==> src/rtl/gpio_chg_pkg.sv <==
package gpio_chg_pkg;
  localparam int unsigned SYNC_STAGES  = 2;
  localparam int unsigned DEF_BANKS    = 2;
  localparam int unsigned DEF_BANK_W   = 8;
endpackage

==> src/rtl/gpio_chg_sync.sv <==
module gpio_chg_sync #(
  parameter int unsigned WIDTH  = 16,
  parameter int unsigned STAGES = gpio_chg_pkg::SYNC_STAGES
) (
  input  logic             clk,
  input  logic             rst,
  input  logic [WIDTH-1:0] d_i,
  output logic [WIDTH-1:0] q_o
);
  logic [WIDTH-1:0] stage_q [STAGES];

  always_ff @(posedge clk) begin
    if (rst) begin
      for (int s = 0; s < STAGES; s++) stage_q[s] <= '0;
    end else begin
      stage_q[0] <= d_i;
      for (int s = 1; s < STAGES; s++) stage_q[s] <= stage_q[s-1];
    end
  end

  assign q_o = stage_q[STAGES-1];
endmodule

==> src/rtl/gpio_chg_bank.sv <==
module gpio_chg_bank #(
  parameter int unsigned W = 8
) (
  input  logic         clk,
  input  logic         rst,
  input  logic [W-1:0] live_i,
  input  logic [W-1:0] dir_i,
  input  logic [W-1:0] mask_i,
  input  logic [W-1:0] latch_i,
  input  logic         rd_i,
  input  logic         rd_stat_i,
  output logic [W-1:0] status_o,
  output logic [W-1:0] value_o,
  output logic         req_nxt_o
);
  logic [W-1:0] ref_q, held_q, hold_q, status_q, value_q;
  logic [W-1:0] eff, diff, capture;
  logic [W-1:0] status_nxt, hold_nxt, held_nxt, value_nxt, ref_nxt;

  always_comb begin
    eff        = (hold_q & held_q) | (~hold_q & live_i);
    diff       = dir_i & (eff ^ ref_q);
    capture    = latch_i & dir_i & ~hold_q & (live_i ^ ref_q);
    status_nxt = rd_i ? '0 : (status_q | diff);
    hold_nxt   = rd_i ? '0 : (hold_q | capture);
    held_nxt   = (capture & live_i) | (~capture & held_q);
    value_nxt  = (hold_nxt & held_nxt) | (~hold_nxt & live_i);
    ref_nxt    = rd_i ? value_q : ref_q;
  end

  always_ff @(posedge clk) begin
    if (rst) begin
      ref_q    <= '0;
      held_q   <= '0;
      hold_q   <= '0;
      status_q <= '0;
      value_q  <= '0;
    end else begin
      ref_q    <= ref_nxt;
      held_q   <= held_nxt;
      hold_q   <= hold_nxt;
      status_q <= status_nxt;
      value_q  <= value_nxt;
    end
  end

  assign status_o  = status_q;
  assign value_o   = value_q;
  assign req_nxt_o = |(status_nxt & ~mask_i);

  // a read leaves the bank with no pending status
  a_r6_read_clears: assert property (@(posedge clk) disable iff (rst)
    rd_i |=> (status_q == '0));

  // output pins never gain a status bit
  a_r3_no_output_status: assert property (@(posedge clk) disable iff (rst)
    !rd_i |=> ((status_q & ~$past(status_q) & ~$past(dir_i)) == '0));

  // status bits fall only on a read
  a_r8_status_sticky: assert property (@(posedge clk) disable iff (rst)
    !rd_i |=> (($past(status_q) & ~status_q) == '0));

  // a held latched value does not move before its read
  a_r7_held_stable: assert property (@(posedge clk) disable iff (rst)
    !rd_i |=> (((value_q ^ $past(value_q)) & $past(hold_q)) == '0));

  // a status read alone never clears status
  a_r9_stat_read_no_clear: assert property (@(posedge clk) disable iff (rst)
    (rd_stat_i && !rd_i) |=> (($past(status_q) & ~status_q) == '0));
endmodule

==> src/rtl/gpio_chg_irq.sv <==
module gpio_chg_irq #(
  parameter int unsigned NUM_BANKS = gpio_chg_pkg::DEF_BANKS,
  parameter int unsigned BANK_W    = gpio_chg_pkg::DEF_BANK_W
) (
  input  logic                          clk,
  input  logic                          rst,
  input  logic [NUM_BANKS*BANK_W-1:0]   pin_i,
  input  logic [NUM_BANKS*BANK_W-1:0]   dir_in_i,
  input  logic [NUM_BANKS*BANK_W-1:0]   mask_i,
  input  logic [NUM_BANKS*BANK_W-1:0]   latch_i,
  input  logic [NUM_BANKS-1:0]          rd_input_i,
  input  logic [NUM_BANKS-1:0]          rd_status_i,
  output logic [NUM_BANKS*BANK_W-1:0]   status_o,
  output logic [NUM_BANKS*BANK_W-1:0]   input_o,
  output logic                          irq_n_o
);
  localparam int unsigned NPINS = NUM_BANKS * BANK_W;

  logic [NPINS-1:0]     live;
  logic [NUM_BANKS-1:0] req_nxt;
  logic                 irq_n_q;

  gpio_chg_sync #(.WIDTH(NPINS)) u_sync (
    .clk (clk),
    .rst (rst),
    .d_i (pin_i),
    .q_o (live)
  );

  for (genvar b = 0; b < NUM_BANKS; b++) begin : g_bank
    gpio_chg_bank #(.W(BANK_W)) u_bank (
      .clk       (clk),
      .rst       (rst),
      .live_i    (live[b*BANK_W +: BANK_W]),
      .dir_i     (dir_in_i[b*BANK_W +: BANK_W]),
      .mask_i    (mask_i[b*BANK_W +: BANK_W]),
      .latch_i   (latch_i[b*BANK_W +: BANK_W]),
      .rd_i      (rd_input_i[b]),
      .rd_stat_i (rd_status_i[b]),
      .status_o  (status_o[b*BANK_W +: BANK_W]),
      .value_o   (input_o[b*BANK_W +: BANK_W]),
      .req_nxt_o (req_nxt[b])
    );
  end

  always_ff @(posedge clk) begin
    if (rst) irq_n_q <= 1'b1;
    else     irq_n_q <= ~|req_nxt;
  end

  assign irq_n_o = irq_n_q;

  // a low interrupt line is always backed by a status bit
  a_r5_irq_has_cause: assert property (@(posedge clk) disable iff (rst)
    !irq_n_o |-> (|status_o));

  // with no status at all the line is released
  a_r5_idle_released: assert property (@(posedge clk) disable iff (rst)
    (status_o == '0) |-> irq_n_o);
endmodule

==> config.mk <==
export PLATFORM = sky130hd
export DESIGN_NAME = gpio_chg_irq
export DESIGN_NICKNAME = d
export VERILOG_FILES = /design/src/rtl/gpio_chg_pkg.sv /design/src/rtl/gpio_chg_sync.sv /design/src/rtl/gpio_chg_bank.sv /design/src/rtl/gpio_chg_irq.sv
export SDC_FILE = /design/constraint.sdc
export NUM_CORES = 1
export LEC_CHECK = 0
export BUFFER_PORTS_ARGS = -buffer_cell sky130_fd_sc_hd__buf_2
export CORE_ASPECT_RATIO = 0.6
export CORE_MARGIN = 1.5
export CORE_UTILIZATION = 45
export DETAILED_ROUTE_END_ITERATION = 10
export GPL_TIMING_DRIVEN = 0
export PLACE_DENSITY = 0.7
export SETUP_SLACK_MARGIN = 0.4
export SLEW_MARGIN = 5
export SYNTH_ARGS = -nofsm -noshare
export SYNTH_HDL_FRONTEND = slang
export SYNTH_SLANG_ARGS = --single-unit
==> constraint.sdc <==
create_clock -name clk -period 1.85 [get_ports clk]
set_input_delay 0.185 -clock clk [delete_from_list [all_inputs] [get_ports clk]]
set_output_delay 0.185 -clock clk [all_outputs]
set_load 0.01 [all_outputs]
==> impl_metrics.csv, run 1 <==
group,metric,value,unit
layout,layout.area.seq,2280,µm²
global_routing,antenna_found_initial,0,
power_and_ir_drop,p_leak,2.54,nW
clocking,cts_tree,"done",
sta,rsz0062_at_grt,"yes",
global_routing,grt_max_degree,17,
worst_setup_path,r2r-start,"g_bank[0].u_bank.status_o[3]",
sta,worstMarginPinSlew,0.759,ns
synth,async_reset_ff_share,0,%
synth,ys_top_cells_by_area,"dfxtp_1 49%, mux2i_1 8.9%, nor2_1 6.4%",
floorplanning,die_h,81.5,µm
floorplanning,num_rows,28,
min_path,hold_path_class,"input pin to flop",
sta,relSlewSlack,49.4,%
worst_setup_path,worst-endpoint-required,2.16,ns
layout,nets,706,
placed_design,dp_hpwl,8.73,mm
synth,synth_cell_types,32,
global_routing,gr-total-overflow,0,
global_routing,grt.met3_usage,6.17,%
sta,max_freq,542,MHz
clocking,cts.path.max_buffers,2,
synth,ys_warn_count,0,
synth,synth-edff-count,0,
clocking,clock_latency,0.41,ns
layout,n_fill_cell,866,
floorplanning,start_util,46.6,%
drt,drt_first_iter_violations,191,
synth,yosysSeqAreaShare,49.0,%
layout,n_antenna_cell,0,
layout,final_cells,783,
clocking,cts-root-buf,"clkbuf_16",
layout,fin_util,60.9,%
drt,drc_errors,0,
sta,finalSetupViolCount,0,
clocking,cts_buffers,17,
outcome,violations,"hold timing",
synth,syn_nets,575,
global_routing,met2_usage,35.6,%
global_routing,met1_usage,29.9,%
sta,drv_slew,0,
floorplanning,core,9910,µm²
worst_setup_path,r2r_setup_slack,0.004,ns
worst_setup_path,cp_max_fo,2,
sta,finalClockSkew,0.0102,ns
worst_setup_path,r2r.worst_path.cells,6,
worst_setup_path,cp-endpoint,"irq_n_o",
worst_setup_path,startpoint,"g_bank[0].u_bank.status_o[3]",
floorplanning,die_w,134,µm
outcome,outcome,"complete, but fails checks",
layout,multiInputGateArea,2250,µm²
floorplanning,dieArea,10900,µm²
global_routing,grt_pass1_wl,18.5,mm
worst_setup_path,cp.arrival,2.16,ns
placed_design,port_buffers,98,
power_and_ir_drop,vdd_drop_max,0.707,mV
clocking,h-tree-depth,4,
worst_setup_path,crit_path_start_kind,"flop",
sta,hold_ws,-0.00304,ns
global_routing,grt_pass1_vias,3767,
drt,wl_per_cell,15.3,µm
sta,fin_crit_sh,99.8,%
sta,hold_viol,1,
layout,layout-drive-gt1-share,22.4,%
worst_setup_path,worst_setup_path_end_kind,"flop",
placed_design,dpl.cell_count,738,
power_and_ir_drop,power,0.00631,W
drt,viasPerCell,5.21,
synth,yosys.area.top_type,"dfxtp_1",
global_routing,top_usage_layer,"met2",
run,maxCapViolations,0,
power_and_ir_drop,power_density,1050,nW/µm²
worst_setup_path,reg2reg_to,"irq_n_o",
synth,synth-main-ff-cell,"dfxtp_1",
drt,drt_wl_total,12.0,mm
layout,syn_to_final_growth,30.8,%
clocking,clkSinkCount,113,
global_routing,grt_use_total,22.4,%
floorplanning,pin_count,103,
synth,syn-cell-area,4620,µm²
drt,ant_nets,0,
synth,synth_top_cell_area_share,49.0,%
sta,finalCriticalPeriod,1.85,ns
drt,dr.pass1.iters,4,
clocking,clk_pin_slew,0.05,ns
drt,vias,4080,
synth,syn_avg_cell_area,9.14,µm²
worst_setup_path,critical_path_class,"flop to flop",
synth,synth.ff_latch_count,113,
placed_design,gp_congestion,0.802,
synth,netlist_instances,505,
-- power breakdown --
group	total [W]	switching [W]	internal [W]
sequential	0.00260	0.0000705	0.00253
clock	0.00319	0.00105	0.00214
combinational	0.000519	0.000278	0.000241
total	0.00631	0.00140	0.00491
-- through the flow --
stage	worst slack, ns	hold WS, ns	instance area, µm²	setup TNS [ns]
6_report	0.00413	-0.00304	6040	0
3_5_place_dp	-0.0551	0.400	5280	-0.104
4_1_cts	0.00534	0.00361	6020	0
5_1_grt	-0.0630	0.0127	6040	-0.0630
3_3_place_gp	-0.0347	0.390	5280	-0.0347
2_1_floorplan	0.156	0.313	4620	0
-- final cells by class --
class                      instances  area share, %
inverter                          17           1.06
clock inverter                     5           1.24
timing repair buffer             112           10.4
clock buffer                      26           8.43
sequential                       113           37.7
multi-input combinational        357           37.3
buffer                            18           1.14
tap                              135           2.80
-- cells by family (layout without fill, tap and decap cells) --
kind of cell    Yosys count  count (layout)  synth area share, %
flops                   113             113                 49.0
compound gates          111             111                 15.6
buf+inv                  35             178                 2.85
simple gates            174             174                 17.8
mux                      41              41                 8.89
xor+xnor                 31              31                 5.88
-- cells in the mapped netlist, types with 3 or more instances --
cell type	instances
a31oi_1	16
nor3_1	16
nand3b_1	6
a21boi_0	6
mux2i_1	41
o21ai_0	16
dfxtp_1	113
nor2b_1	32
o31a_1	8
o21a_1	10
and2_1	9
a21oi_1	24
o31ai_1	16
clkbuf_1	15
xnor2_1	15
xor2_1	16
nor2_1	79
nand2_1	24
inv_1	17
o22ai_1	11
buf_1	3
-- registers in the layout, indices dropped and copies added (netlist names) --
name / count
g_bank.u_bank.status_o: 16
u_sync.stage_q: 32
g_bank.u_bank.ref_q: 16
g_bank.u_bank.held_q: 16
irq_n_o: 1
g_bank.u_bank.hold_q: 16
g_bank.u_bank.value_o: 16
-- per-layer routing --
layer / share of wire, % / up-vias
li1: - / 2016
met1: 49 / 1955
met2: 44 / 95
met3: 5.0 / 14
met4: 1.1 / 0
met5: 0 / -
-- critical path, stage by stage, from the launching register on --
cell and delay, ns:
dfxtp_1 0.32, inv_1 0.07, o22ai_1 0.11, nor4_2 0.32, o22ai_1 0.12, or4_1 0.54
a221oi_2 0.27
-- placed cells by master, fill, tap and decap left out, types with 6 or more instances in the layout --
cell type | Yosys | final
xor2_1 | 16 | 16
o21ai_0 | 16 | 16
dfxtp_1 | 113 | 104
xnor2_1 | 15 | 15
clkbuf_1 | 15 | 17
buf_2 | 0 | 98
a31oi_1 | 16 | 16
clkbuf_16 | 0 | 17
inv_1 | 17 | 17
a21boi_0 | 6 | 6
nor2_1 | 79 | 79
and2_1 | 9 | 9
dlygate4sd3_1 | 0 | 13
dfxtp_2 | 0 | 8
nor2b_1 | 32 | 32
o22ai_1 | 11 | 11
nand3b_1 | 6 | 6
o21a_1 | 10 | 10
o31a_1 | 8 | 8
nand2_1 | 24 | 24
nor3_1 | 16 | 16
mux2i_1 | 41 | 37
o31ai_1 | 16 | 16
a21oi_1 | 24 | 24
-- worst min-delay path by stage --
| stage | start | cells after the start | endpoint | slack (ns) |
|---|---|---|---|---|
| floorplan | pin_i[0] | 1 | u_sync.stage_q[0][0] | 0.31 |
| global placement | pin_i[11] | 2 | u_sync.stage_q[0][11] | 0.39 |
| detailed placement | pin_i[8] | 2 | u_sync.stage_q[0][8] | 0.40 |
| CTS | pin_i[2] | 2 | u_sync.stage_q[0][2] | 0.004 |
| global route | pin_i[2] | 2 | u_sync.stage_q[0][2] | 0.01 |
| finish | pin_i[2] | 2 | u_sync.stage_q[0][2] | -0.003 |
-- timing repair --
item                                   4_1_cts  5_1_grt
endpoints found under the hold margin       13        0
gates resized for setup                      5       13
setup buffers                                1        0
hold buffers                                13        0
setup endpoints to repair                    4       16
pin swaps                                    2        0
No activity file was read; power rests on OpenSTA's default activity.
==> run 2: changes to the inputs <==
--- a/config.mk
+++ b/config.mk
@@ -5,12 +5,14 @@
 export SDC_FILE = /design/constraint.sdc
 export NUM_CORES = 1
 export LEC_CHECK = 0
+export ABC_AREA = 1
 export BUFFER_PORTS_ARGS = -buffer_cell sky130_fd_sc_hd__buf_2
 export CORE_ASPECT_RATIO = 0.6
 export CORE_MARGIN = 1.5
 export CORE_UTILIZATION = 45
 export DETAILED_ROUTE_END_ITERATION = 10
 export GPL_TIMING_DRIVEN = 0
+export HOLD_SLACK_MARGIN = 0.15
 export PLACE_DENSITY = 0.7
 export SETUP_SLACK_MARGIN = 0.4
 export SLEW_MARGIN = 5
==> run 2 against run 1 <==
  * The run now ends clean
  * Global-route usage increased by 0.74 points
  * Synthesized cell count increased by 33%
  * Die area increased by 1.6%
  * Flip-flop and latch count unchanged
  * Wire length increased by 1.9%
  * Clock skew decreased by 0.0040 ns
  * Sequential power about the same
  * Count of clock-buffer cells in the layout decreased by 3
  * Largest power group unchanged
==> impl_metrics.csv, run 2 <==
group,metric,value,unit
sta,fin_crit_sh,70.6,%
worst_setup_path,max_stage_delay,0.38,ns
global_routing,grt_max_degree,17,
worst_setup_path,crit_path_start_kind,"flop",
drt,drt_first_iter_violations,246,
synth,netlist_instances,674,
layout,n_antenna_cell,0,
clocking,clk_pin_slew,0.05,ns
global_routing,grt_pass1_vias,4463,
drt,wl_per_cell,12.7,µm
worst_setup_path,r2r.worst_path.cells,9,
worst_setup_path,path_common_cell,"nand2_1",
power_and_ir_drop,vdd_drop_max,0.758,mV
placed_design,dp_hpwl,8.72,mm
synth,synth.ff_latch_count,113,
synth,synth_cell_types,17,
synth,synth-main-ff-cell,"dfxtp_1",
clocking,cts-root-buf,"clkbuf_16",
layout,syn_to_final_growth,31.2,%
drt,drc_errors,0,
floorplanning,die_h,82.1,µm
worst_setup_path,startpoint,"u_sync.stage_q[0][28]",
global_routing,gr-total-overflow,0,
worst_setup_path,r2r_setup_slack,0.54,ns
floorplanning,die_w,135,µm
floorplanning,num_rows,28,
layout,layout.area.seq,2270,µm²
clocking,cts_tree,"done",
sta,hold_viol,0,
sta,finalSetupViolCount,0,
run,maxCapViolations,0,
floorplanning,pin_count,103,
synth,yosysMostFrequentCell,"inv_1",
synth,syn-cell-area,4690,µm²
synth,ys_warn_count,0,
layout,n_fill_cell,915,
sta,relSlewSlack,57.8,%
worst_setup_path,worst-endpoint-required,2.13,ns
placed_design,gp_congestion,0.854,
layout,final_common_cell,"inv_1",
layout,top_register,"u_sync.stage_q",
outcome,outcome,"finished clean",
drt,drt_wl_total,12.2,mm
layout,fin_util,61.7,%
synth,ys_top_cells_by_area,"dfxtp_1 48%, inv_1 11%, nor2_1 9.4%",
sta,setup-tns-final,0,ns
sta,drv_slew,0,
worst_setup_path,cp_max_fo,4,
floorplanning,start_util,47.0,%
synth,syn_avg_cell_area,6.96,µm²
clocking,clock_latency,0.41,ns
worst_setup_path,cp-endpoint,"irq_n_o",
clocking,clkSinkCount,113,
worst_setup_path,critical_path_class,"flop to flop",
synth,synth_top_cell_area_share,48.2,%
placed_design,port_buffers,97,
drt,dr.pass1.iters,6,
clocking,cts_buffers,17,
synth,yosysSeqAreaShare,48.2,%
layout,final_cell_mix,"136 x inv_1, 117 x nor2_1, 110 x dfxtp_1, 101 x nand2_1, 100 x buf_2",
synth,async_reset_ff_share,0,%
global_routing,grt_use_total,23.2,%
drt,viasPerCell,4.84,
floorplanning,dieArea,11100,µm²
layout,nets,882,
sta,rsz0062_at_grt,"no",
min_path,hold_path_class,"input pin to flop",
drt,ant_nets,0,
floorplanning,core,9980,µm²
synth,yosys.area.top_type,"dfxtp_1",
sta,finalClockSkew,0.00617,ns
sta,worstMarginPinSlew,0.634,ns
sta,finalCriticalPeriod,1.31,ns
sta,max_freq,765,MHz
drt,vias,4630,
layout,multiInputGateArea,1810,µm²
global_routing,antenna_found_initial,0,
synth,synth-edff-count,0,
synth,syn_nets,744,
power_and_ir_drop,p_leak,3.06,nW
worst_setup_path,cp.arrival,1.58,ns
clocking,cts.path.max_buffers,2,
power_and_ir_drop,power_density,1020,nW/µm²
worst_setup_path,critPathSlowestCell,"dfxtp_1",
worst_setup_path,reg2reg_to,"irq_n_o",
worst_setup_path,cp_cell_sequence,"nand2_1 > nand3_1 > nand2_1 > o21bai_1 > nand3_1 > nand2_1 > nor2_1 > nand2_1 > o21ai_2",
synth,netlist_top_cells_count,"138 x inv_1, 117 x nor2_1, 113 x dfxtp_1",
global_routing,grt_pass1_wl,19.4,mm
worst_setup_path,r2r-start,"u_sync.stage_q[0][28]",
clocking,h-tree-depth,4,
worst_setup_path,worst_setup_path_end_kind,"flop",
layout,largest_reg_flops,32,
layout,layout-drive-gt1-share,18.2,%
-- run 2: worst min path at each step --
stage | start | endpoint | slack (ns) | cells past startpoint
floorplan | pin_i[0] | u_sync.stage_q[0][0] | 0.29 | 2
global placement | pin_i[4] | u_sync.stage_q[0][4] | 0.38 | 3
detailed placement | pin_i[10] | u_sync.stage_q[0][10] | 0.39 | 3
CTS | dir_in_i[5] | g_bank[0].u_bank.status_o[5] | 0.16 | 5
global route | rd_input_i[0] | g_bank[0].u_bank.hold_q[2] | 0.18 | 4
finish | dir_in_i[13] | g_bank[1].u_bank.status_o[5] | 0.16 | 5
-- run 2: metal layers --
layer  GRT usage (%)  part of all wire (%)
met1            28.3                    47
met2            37.9                    45
met3            5.98                   5.6
met4            13.3                   2.0
met5               0                     0
-- run 2: critical path: cells and delay by family (launching register included) --
kind               cells  cell delay (ns)
AOI/OAI and AO/OA      2             0.26
DFF                    1             0.38
and+or+nand+nor        7             0.55
-- run 2: final cells by class --
type / instances / share of cell area, %
Tap cell: 135 / 2.74
Buffer: 20 / 1.65
Clock buffer: 23 / 8.09
Multi-Input combinational cell: 400 / 29.4
Clock inverter: 6 / 1.30
Timing Repair Buffer: 119 / 11.4
Sequential cell: 113 / 36.8
Inverter: 141 / 8.60
-- run 2: cell families after synthesis --
kind of cell | Yosys count | share of synthesized area [%]
compound gates | 119 | 13.6
flops | 113 | 48.2
buf+inv | 161 | 13.4
simple gates | 281 | 24.7
-- run 2: repair_timing --
action	4_1_cts	5_1_grt
hold endpoints to repair	21	0
setup endpoints to repair	0	1
setup buffers	0	1
hold buffers	21	0
gates resized for setup	0	8
-- run 2: power by group --
| group | leakage [nW] | switching, W | internal (W) |
|---|---|---|---|
| Clock | 0.291 | 0.00105 | 0.00212 |
| Combinational | 1.85 | 0.000317 | 0.000222 |
| Sequential | 0.925 | 0.0000528 | 0.00253 |
| Total | 3.06 | 0.00142 | 0.00488 |
-- run 2: per-stage QoR --
stage	instance area (µm²)	hold slack [ns]	power, W	instances	setup WS (ns)
final	6160	0.164	0.00630	957	0.543
after global routing	6160	0.178	0.00651	957	0.394
after CTS	6130	0.156	0.00633	956	0.521
after detailed placement	5350	0.392	0.00313	906	0.374
after global placement	5350	0.384	0.00311	906	0.396
after floorplan	4690	0.292	0.00292	674	0.788
==> run 3: changes to the inputs <==
--- a/config.mk
+++ b/config.mk
@@ -13,7 +13,7 @@
 export DETAILED_ROUTE_END_ITERATION = 10
 export GPL_TIMING_DRIVEN = 0
 export HOLD_SLACK_MARGIN = 0.15
-export PLACE_DENSITY = 0.7
+export PLACE_DENSITY = 0.67
 export SETUP_SLACK_MARGIN = 0.4
 export SLEW_MARGIN = 5
 export SYNTH_ARGS = -nofsm -noshare
==> constraint.sdc (replaced) <==
create_clock -name clk -period 1.3 [get_ports clk]
set_input_delay 0.13 -clock clk [delete_from_list [all_inputs] [get_ports clk]]
set_output_delay 0.13 -clock clk [all_outputs]
set_load 0.01 [all_outputs]
==> run 3 against run 2 <==
  * Sequential power is 44% higher
  * Sequential share of layout area is 5.9 points lower
  * Via count rose by 10%
==> impl_metrics.csv, run 3 (synthesis gave the netlist of run 2 again) <==
group,metric,value,unit
power_and_ir_drop,p_leak,3.52,nW
min_path,hold_path_class,"input pin to flop",
placed_design,place_area,5410,µm²
global_routing,grt_max_degree,17,
worst_setup_path,worst_setup_path_end_kind,"flop",
clocking,cts-root-buf,"clkbuf_16",
clocking,h-tree-depth,4,
run,maxCapViolations,0,
layout,n_fill_cell,665,
global_routing,grt_use_total,25.4,%
layout,multiInputGateArea,2530,µm²
power_and_ir_drop,power,0.00943,W
layout,layout-drive-gt1-share,57.5,%
worst_setup_path,cp_cell_sequence,"inv_2 > buf_6 > buf_6 > nand3_2 > inv_2 > o21ai_4 > a21oi_2 > o21ai_1 > a21oi_1",
drt,drc_errors,0,
worst_setup_path,critPathSlowestCell,"dfxtp_2",
global_routing,grt_pass1_vias,4690,
floorplanning,die_h,82.1,µm
placed_design,gp_congestion,0.818,
clocking,cts_tree,"done",
global_routing,grt_pass1_wl,21.6,mm
layout,layout.area.seq,2410,µm²
sta,finalCriticalPeriod,1.27,ns
drt,vias,5110,
placed_design,dp_hpwl,8.88,mm
layout,design_area,7800,µm²
sta,relSlewSlack,57.5,%
layout,final_cells,1017,
clocking,cts_buffers,17,
sta,rsz0062_at_grt,"yes",
layout,final_common_cell,"nor2_1",
layout,top_register,"u_sync.stage_q",
layout,nets,940,
floorplanning,core,9980,µm²
drt,ant_nets,0,
sta,setup-tns-final,0,ns
sta,finalClockSkew,0.00474,ns
placed_design,dpl.cell_count,906,
layout,final_cell_mix,"83 x nor2_1, 77 x inv_1, 77 x dfxtp_2, 68 x buf_2, 67 x nand2_1",
drt,viasPerCell,5.02,
worst_setup_path,worst-endpoint-required,1.63,ns
clocking,cts.path.max_buffers,2,
power_and_ir_drop,power_density,1210,nW/µm²
layout,n_antenna_cell,0,
drt,drt_first_iter_violations,288,
worst_setup_path,critPathBufInv,4,
clocking,holdBufCountCts,16,
layout,largest_reg_flops,32,
power_and_ir_drop,vdd_drop_max,1.05,mV
global_routing,antenna_found_initial,0,
layout,syn_to_final_growth,66.2,%
outcome,outcome,"finished clean",
clocking,clk_pin_slew,0.05,ns
sta,drv_slew,0,
drt,wl_per_cell,15.0,µm
drt,drt_wl_total,15.3,mm
worst_setup_path,crit_path_start_kind,"flop",
clocking,clkSinkCount,113,
drt,dr.pass1.iters,5,
worst_setup_path,cp_top_family,"compound AO/OA/AOI/OAI gates",
worst_setup_path,cp.arrival,1.60,ns
global_routing,gr-total-overflow,0,
floorplanning,die_w,135,µm
sta,hold_viol,0,
sta,worst_slack,0.0280,ns
worst_setup_path,max_stage_delay,0.33,ns
floorplanning,dieArea,11100,µm²
clocking,clock_latency,0.40,ns
worst_setup_path,cp_max_fo,3,
sta,fin_crit_sh,97.8,%
placed_design,port_buffers,97,
floorplanning,num_rows,28,
floorplanning,pin_count,103,
worst_setup_path,critical_path_class,"flop to flop",
sta,max_freq,786,MHz
sta,finalSetupViolCount,0,
sta,worstMarginPinSlew,0.638,ns
floorplanning,start_util,47.0,%
placed_design,post-place-ws,-0.121,ns
-- run 3: changes by cell type in the layout (fill, tap and decap cells not counted), moves of 51 or more --
cell     change
dfxtp_1     -87
dfxtp_2     +74
inv_1       -59
buf_6       +65
inv_2       +51
-- run 3: repair_timing --
action                                  CTS  global route
resized for setup                       237           144
pin swaps                                40            60
buffers inserted                         34            30
endpoints found under the setup margin  103            98
endpoints found under the hold margin    48            13
-- run 3: worst min-delay path, stage by stage --
cell and delay [ns]:
buf_2 0.11, nand3_2 0.08, nand2_2 0.05, nand2_1 0.05, nor2_1 0.03
-- run 3: path summary, 6_finish.rpt --
check | from | to | slack [ns] | depth (start not counted)
setup / recovery | g_bank[1].u_bank.hold_q[4] | g_bank[1].u_bank.value_o[4] | 0.03 | 9
setup reg to reg | g_bank[1].u_bank.hold_q[4] | g_bank[1].u_bank.value_o[4] | 0.03 | 9
hold reg to reg | u_sync.stage_q[0][5] | u_sync.stage_q[0][21] | 0.39 | 2
hold / removal | dir_in_i[2] | g_bank[0].u_bank.status_o[2] | 0.08 | 5
-- run 3: final cells by class --
cell class                 count  area share, %
buffer                        20           1.35
timing repair buffer         177           18.6
multi-input combinational    400           32.5
sequential                   113           30.9
inverter                     141           7.04
clock inverter                 5          0.963
clock buffer                  26           6.53
tap                          135           2.17
-- run 3: per-stage QoR --
stage / utilization (%) / hold WS, ns
6_report: 78.1 / 0.0769
3_3_place_gp: 54.2 / 0.330
2_1_floorplan: - / 0.237
4_1_cts: 71.0 / 0.0763
3_5_place_dp: 54.2 / 0.337
5_1_grt: 78.1 / 0.0866
-- run 3: where the power goes --
| part | total [W] | switching (W) | internal, W |
|---|---|---|---|
| clock network | 0.00456 | 0.00150 | 0.00305 |
| registers | 0.00373 | 0.000122 | 0.00361 |
| logic | 0.00115 | 0.000625 | 0.000522 |
-- run 3: layer usage --
metal  track usage (%)  wire length (µm)  up-vias
li1                  -                 -     2481
met1              31.8              6600     2406
met2              42.7              7510      189
met3              5.92               852       34
met4              11.4               344        0
met5                 0                 0        -
